File: config.mk
export PLATFORM = sky130hd
export DESIGN_NAME = spi_regs
export DESIGN_NICKNAME = d
export VERILOG_FILES = /design/src/rtl/spi_regs_pkg.sv /design/src/rtl/spi_flag_seq.sv /design/src/rtl/spi_mode_fault.sv /design/src/rtl/spi_regs.sv
export SDC_FILE = /design/constraint.sdc
export NUM_CORES = 1
export LEC_CHECK = 0
export BUFFER_PORTS_ARGS = -buffer_cell sky130_fd_sc_hd__buf_2
export CAP_MARGIN = 5
export CORE_MARGIN = 4
export CORE_UTILIZATION = 30
export CTS_CLUSTER_DIAMETER = 60
export DETAILED_ROUTE_END_ITERATION = 6
export GPL_TIMING_DRIVEN = 1
export PLACE_DENSITY = 0.51
export SETUP_SLACK_MARGIN = 0.3
export SYNTH_ARGS = -nofsm -noshare
export SYNTH_HDL_FRONTEND = slang
export SYNTH_SLANG_ARGS = --single-unit
File: constraint.sdc
create_clock -name clk_i -period 2.89 [get_ports clk_i]
set_clock_uncertainty 0.2 [all_clocks]
set_input_delay 0.289 -clock clk_i [delete_from_list [all_inputs] [get_ports clk_i]]
set_output_delay 0.289 -clock clk_i [all_outputs]
set_load 0.1 [all_outputs]
File: src/rtl/spi_regs_pkg.sv
package spi_regs_pkg;
    localparam int DW     = 8;
    localparam int AW     = 2;
    localparam int PIN_N  = 4;
    localparam int SEL_PIN = 3;

    typedef enum logic [AW-1:0] {
        A_CTRL = 2'd0,
        A_STAT = 2'd1,
        A_DATA = 2'd2,
        A_DIR  = 2'd3
    } reg_sel_e;

    typedef struct packed {
        logic       ie;
        logic       en;
        logic       odm;
        logic       mst;
        logic       cpol;
        logic       cpha;
        logic [1:0] rate;
    } ctrl_t;

    localparam ctrl_t CTRL_RST = 8'h04;
endpackage

File: src/rtl/spi_flag_seq.sv
module spi_flag_seq (
    input  logic clk_i,
    input  logic rst_ni,
    input  logic set_i,
    input  logic stat_rd_i,
    input  logic clr_acc_i,
    output logic flag_o,
    output logic armed_o
);
    typedef struct packed {
        logic flag;
        logic armed;
    } fl_t;

    fl_t st_d, st_q;

    always_comb begin
        st_d = st_q;
        if (set_i) begin
            st_d.flag  = 1'b1;
            st_d.armed = 1'b0;
        end else if (st_q.armed && clr_acc_i) begin
            st_d.flag  = 1'b0;
            st_d.armed = 1'b0;
        end else if (stat_rd_i && st_q.flag) begin
            st_d.armed = 1'b1;
        end
    end

    always_ff @(posedge clk_i) begin
        if (!rst_ni) st_q <= '0;
        else         st_q <= st_d;
    end

    assign flag_o  = st_q.flag;
    assign armed_o = st_q.armed;
endmodule

File: src/rtl/spi_mode_fault.sv
module spi_mode_fault #(
    parameter int SYNC_STAGES = 2
) (
    input  logic clk_i,
    input  logic rst_ni,
    input  logic ss_ni,
    input  logic master_i,
    input  logic sel_dir_i,
    output logic ss_sync_no,
    output logic fault_o
);
    logic [SYNC_STAGES:0] sync_d, sync_q;

    generate
        if (SYNC_STAGES == 0) begin : g_nosync
            always_comb begin
                sync_d = sync_q;
                sync_d[0] = ss_ni;
            end
            assign ss_sync_no = ss_ni;
        end else begin : g_sync
            always_comb begin
                sync_d = {sync_q[SYNC_STAGES-1:0], ss_ni};
            end
            assign ss_sync_no = sync_q[SYNC_STAGES-1];
        end
    endgenerate

    always_ff @(posedge clk_i) begin
        if (!rst_ni) sync_q <= '1;
        else         sync_q <= sync_d;
    end

    assign fault_o = master_i && !ss_sync_no && !sel_dir_i;
endmodule

File: src/rtl/spi_regs.sv
module spi_regs
    import spi_regs_pkg::*;
#(
    parameter int SYNC_STAGES = 2
) (
    input  logic          clk_i,
    input  logic          rst_ni,
    input  logic [AW-1:0] addr_i,
    input  logic          rd_i,
    input  logic          wr_i,
    input  logic [DW-1:0] wdata_i,
    output logic [DW-1:0] rdata_o,
    input  logic          eng_busy_i,
    input  logic          eng_done_i,
    input  logic [DW-1:0] eng_rx_i,
    output logic          tx_load_o,
    output logic [DW-1:0] tx_data_o,
    input  logic          ss_ni,
    input  logic          irq_mask_i,
    output logic          irq_o,
    output logic [DW-1:0] ctrl_o,
    output logic [PIN_N-1:0] dir_o
);
    typedef struct packed {
        ctrl_t            ctrl;
        logic [PIN_N-1:0] dir;
        logic [DW-1:0]    rxbuf;
        logic             load;
        logic [DW-1:0]    txd;
    } regs_t;

    regs_t r_d, r_q;

    logic stat_rd, data_acc, data_wr, ctrl_wr, dir_wr;
    logic spif, spif_armed, wcol, wcol_armed, modf, modf_armed;
    logic blocked, wcol_set, load_ok, fault_w, ss_sync_n;

    assign stat_rd  = rd_i && (addr_i == A_STAT);
    assign data_acc = (rd_i || wr_i) && (addr_i == A_DATA);
    assign data_wr  = wr_i && (addr_i == A_DATA);
    assign ctrl_wr  = wr_i && (addr_i == A_CTRL);
    assign dir_wr   = wr_i && (addr_i == A_DIR);

    assign blocked  = spif && !spif_armed;
    assign wcol_set = data_wr && !blocked && eng_busy_i;
    assign load_ok  = data_wr && !blocked && !eng_busy_i;

    spi_mode_fault #(.SYNC_STAGES(SYNC_STAGES)) u_fault (
        .clk_i      (clk_i),
        .rst_ni     (rst_ni),
        .ss_ni      (ss_ni),
        .master_i   (r_q.ctrl.mst),
        .sel_dir_i  (r_q.dir[SEL_PIN]),
        .ss_sync_no (ss_sync_n),
        .fault_o    (fault_w)
    );

    spi_flag_seq u_spif (
        .clk_i(clk_i), .rst_ni(rst_ni), .set_i(eng_done_i), .stat_rd_i(stat_rd),
        .clr_acc_i(data_acc), .flag_o(spif), .armed_o(spif_armed)
    );

    spi_flag_seq u_wcol (
        .clk_i(clk_i), .rst_ni(rst_ni), .set_i(wcol_set), .stat_rd_i(stat_rd),
        .clr_acc_i(data_acc), .flag_o(wcol), .armed_o(wcol_armed)
    );

    spi_flag_seq u_modf (
        .clk_i(clk_i), .rst_ni(rst_ni), .set_i(fault_w), .stat_rd_i(stat_rd),
        .clr_acc_i(ctrl_wr), .flag_o(modf), .armed_o(modf_armed)
    );

    always_comb begin
        r_d      = r_q;
        r_d.load = load_ok;
        if (load_ok)    r_d.txd   = wdata_i;
        if (ctrl_wr)    r_d.ctrl  = ctrl_t'(wdata_i);
        if (dir_wr)     r_d.dir   = wdata_i[PIN_N-1:0];
        if (eng_done_i) r_d.rxbuf = eng_rx_i;
        if (fault_w) begin
            r_d.ctrl.mst = 1'b0;
            r_d.dir      = '0;
        end
    end

    always_ff @(posedge clk_i) begin
        if (!rst_ni) begin
            r_q      <= '0;
            r_q.ctrl <= CTRL_RST;
        end else begin
            r_q <= r_d;
        end
    end

    always_comb begin
        unique case (addr_i)
            A_CTRL:  rdata_o = r_q.ctrl;
            A_STAT:  rdata_o = {spif, wcol, 1'b0, modf, 4'b0000};
            A_DATA:  rdata_o = r_q.rxbuf;
            default: rdata_o = {{(DW-PIN_N){1'b0}}, r_q.dir};
        endcase
    end

    assign tx_load_o = r_q.load;
    assign tx_data_o = r_q.txd;
    assign ctrl_o    = r_q.ctrl;
    assign dir_o     = r_q.dir;
    assign irq_o     = r_q.ctrl.ie && (spif || modf) && !irq_mask_i;
endmodule

* After elaboration in Yosys (flattened, before gate mapping)
Index checks and enable logic that the tools add are counted.
Storage, ports and cells: ROM bits 0, RAM bits 0, logic and storage cells 70, latch bits 0, output and inout bits 30, input port bits 26, bits in registers 37, memories 0
Operators by class: equality and inequality tests 3, add/sub/neg operators 0, bitwise logic cells 1, magnitude comparators 0, reduce and logical (&&, ||, !) cells 35, multiply operators 0, divide/modulo/power cells 0, mux-type cells 13, shift-type cells 0
Operators by type and width (count):
- $pmux 8 s3 | 1
- $logic_and 1x1->1 | 19
- $mux 1 | 9
- $reduce_or 3->1 | 3
- $logic_not 1->1 | 6
- $mux 2 | 3
- $reduce_bool 2->1 | 3
- $eq 2x2->1 const B | 2
- $eq 2x1->1 const B | 1
- $logic_not 2->1 | 1
- $logic_or 1x1->1 | 2
- $reduce_or 2->1 | 1
- $not 1->1 | 1

* Logic depth before layout (Yosys ltp)
depth after elaboration 6, depth in mapped cells 4, gate-level depth less buffers 3

* By module
From an unflattened synthesis, not the netlist that was laid out.
Unflattened totals: cells, all modules 189, area, all modules 1814.2 sq um
By module, submodules not included:
- spi_regs | instances 1, area an instance 1508.9 sq um, cells each 160
- spi_flag_seq | instances 3, area an instance 80.1 sq um, cells each 8
- spi_mode_fault | instances 1, area an instance 65.1 sq um, cells each 5

* Worst setup path after synthesis
Ideal clock, no wire load.
path kind register to output, start reg u_spif.st_q, in the netlist u_spif.flag_o, end out irq_o, cell stages (with the launch flop) 3, data required time 2.401 ns, buffers on the path 0, slack -0.198 ns, data arrival time 2.599 ns, cells stage by stage dfxtp_1 > nor2_1 > nor3b_1
On the way: word-level cells in the longest chain between the ends 3
Ends and longest elaborated chain:
- from (decl) | line spi_flag_seq.sv:15 | fl_t st_d, st_q;
- from (signal assigned) | line spi_flag_seq.sv:32 | else st_q <= st_d;
- $logic_or 1x1->1 | line spi_regs.sv:108 | assign irq_o = r_q.ctrl.ie && (spif || modf) && !irq_mask_i;
- $logic_and 1x1->1 (2 in series) | line spi_regs.sv:108
- to (decl) | line spi_regs.sv:20 | output logic irq_o,
No other way between the ends.

* Worst setup path after layout
start in addr_i[0], end out rdata_o[2]
On the way: word-level cells in the longest chain between the ends 2
Ends and longest elaborated chain:
- from (decl) | line spi_regs.sv:8 | input logic [AW-1:0] addr_i,
- $eq 2x2->1, or another cell as far along | line spi_regs.sv:96 | unique case (addr_i)
- $pmux 8 s3 (*) | line spi_regs.sv:96
- to (decl) | line spi_regs.sv:12 | output logic [DW-1:0] rdata_o,
Mark *: on every way between the ends. The rest lies on a longest branch, timed or not.

==> flow_summary.yaml <==
critical_path:
  crit_type: "in2out"
  cp.required_ns: 2.40
  cp_max_fo: 13
  worstPathArrival_ns: 1.42
  end_kind: "output pin"
  start_kind: "input port"
die:
  fp.dieW_um: 84.8
  fp.dieArea_um2: 7190
  die_h_um: 84.8
  core_area_um2: 5610
  io_pins: 56
  initial_core_util: 0.315
  fp-row-count: 27
clock_tree:
  cts_made_buffers: 5
  cts_buffer_depth: 2
  root_buffer: "clkbuf_8"
  h-tree-depth: 2
  clock-sinks: 37
  cts_tree: "yes"
  cts-resized-gates: 0
  clock_latency_ns: 0.28
  clk_pin_slew_worst_paths_ns: 0.07
  post-cts-setup-buffers: 0
  ctsHoldBuffers: 1
power_and_ir_drop:
  leakagePower_nw: 0.942
  ir_drop_mv: 0.295
  power_density_nw_per_um2: 536
  finalPower_mw: 1.10
sta:
  worst_pin_slew_ns: 0.525
  whs_ns: 0.0608
  layout_setup_ws_ns: 0.977
  hold_violations: 0
  fmax_mhz: 523
  setup_viol: 0
  period_share: 0.662
  tns_ns: 0
  slew_viol_final: 0
  rsz0062_at_grt: "false"
  relSlewSlack: 0.650
  layout_min_cycle_time_ns: 1.91
route:
  drt_wl_total_um: 3940
  wire_per_inst_um: 13.7
  drt_first_pass_iters: 3
  route.detailed.drc: 0
  drt-initial-drc-count: 15
  vias: 1269
  ant_nets: 0
  vias_per_cell: 4.41
finish:
  finish.net_count: 241
  diodes: 0
  fillCellCount: 614
  fin_cells: 288
  areaGrowthSynthToFinish_pct: 15.6
  layout-drive-gt1-share: 0.315
yosys:
  ys_ff_latch: 37
  synth_cells: 179
  syn_area_um2: 1770
  synth_nets: 205
  synth.avg_cell_area_um2: 9.88
  yosysUniqueCellTypes: 29
  ys_warn_count: 0
  yosysSeqAreaShare: 0.419
placement:
  place.gp.congestion: 0.702
  place_ws_ns: 0.971
  dp.cells: 279
  dp_hpwl_um: 3000
  numPortBuffers: 55
grt:
  first_global_vias: 1256
  grt_usage: 0.112
  grt_overflow: 0
  grt_max_degree: 32
  grt_antenna_before_repair: 0
  grt_pass1_wl_um: 6430
worst_hold_path:
  holdCritPathClass: "in2reg"
status:
  status: "finished, final reports clean"
job:
  drv_cap: 0
-- kinds of logic after synthesis --
logic type,synth area share
compound gates,0.0636
flops,0.419
simple gates,0.197
mux,0.207
buf+inv,0.114
-- state kept, by name (all words and copies together) (netlist names) --
name            count
u_modf.flag_o       1
r_q                 8
tx_data_o           8
u_fault.sync_q      2
ctrl_o              8
u_wcol.armed_o      1
dir_o               4
u_wcol.flag_o       1
tx_load_o           1
u_modf.armed_o      1
u_spif.armed_o      1
u_spif.flag_o       1
-- worst paths after layout --
kind / startpoint / endpoint / slack [ns] / depth (start not counted)
worst min-delay path: eng_rx_i[2] / r_q[11]$_SDFFE_PN0P_ / 0.06 / 3
worst min register to register: u_fault.sync_q[0]$_SDFF_PN1_ / u_fault.sync_q[1]$_SDFF_PN1_ / 0.21 / 1
worst max-delay path: addr_i[0] / rdata_o[2] / 0.98 / 4
worst max register to register: u_spif.armed_o$_SDFFE_PP0P_ / tx_data_o[5]$_SDFFE_PN0P_ / 1.24 / 3
-- critical path: stages --
cell and delay (ns):
buf_2 0.29, mux2_1 0.36, a22o_1 0.19, buf_2 0.29
-- synth_stat cells (all sizes together) --
master,instances,area share
dfxtp,37,0.42
mux2i,32,0.18
buf,25,0.11
nand2,20,0.042
nor2b,15,0.057
nor2,8,0.017
a22o,4,0.020
clkbuf,4,0.0085
mux2,4,0.025
nand2b,4,0.014
nor3b,4,0.020
a21oi,3,0.0085
o21ai,3,0.0085
a31o,2,0.0099
and2,2,0.0071
and3b,2,0.0099
nand3,2,0.0085
o211ai,2,0.0085
a21boi,1,0.0042
and2b,1,0.0042
and4bb,1,0.0071
nand3b,1,0.0042
nor4bb,1,0.0057
o21a,1,0.0042
-- metrics by stage --
step	utilization	cell area (µm²)
after global placement	0.348	1950
after CTS	0.365	2050
final	0.365	2050
after floorplan	-	1770
after global routing	0.365	2050
after detailed placement	0.348	1950
-- placed cells by master (no fill, tap or decap), types with 3 or more instances in the layout --
master	synthesis	final
nor2_1	8	8
nand2b_1	4	4
clkbuf_8	0	5
nor2b_1	14	14
o21ai_1	3	3
a22o_1	4	4
a21oi_1	3	3
nand2_1	20	20
dfxtp_1	37	37
buf_2	2	55
mux2i_1	32	32
mux2_1	4	4
-- report_power, final --
group	switching, mW	internal (mW)	total [mW]
combinational	0.153	0.0571	0.210
sequential	0.0121	0.527	0.539
clock	0.181	0.167	0.348
-- routing by layer --
layer | GRT usage | wire length [µm] | vias up
li1 | - | - | 660
met3 | 0.0343 | 265 | 5
met4 | 0.0302 | 35 | 0
met1 | 0.148 | 1850 | 568
met5 | 0 | 0 | -
met2 | 0.177 | 1790 | 36
-- layout make-up --
class                           count  area [µm²]  area share
Multi-Input combinational cell    113         832       0.407
Timing Repair Buffer               58         300       0.147
Sequential cell                    37         741       0.362
Clock inverter                      2        10.0     0.00489
Clock buffer                        6        72.6      0.0355
Tap cell                           72        90.1      0.0440
Note: power is estimated with default switching activity, not from simulation.
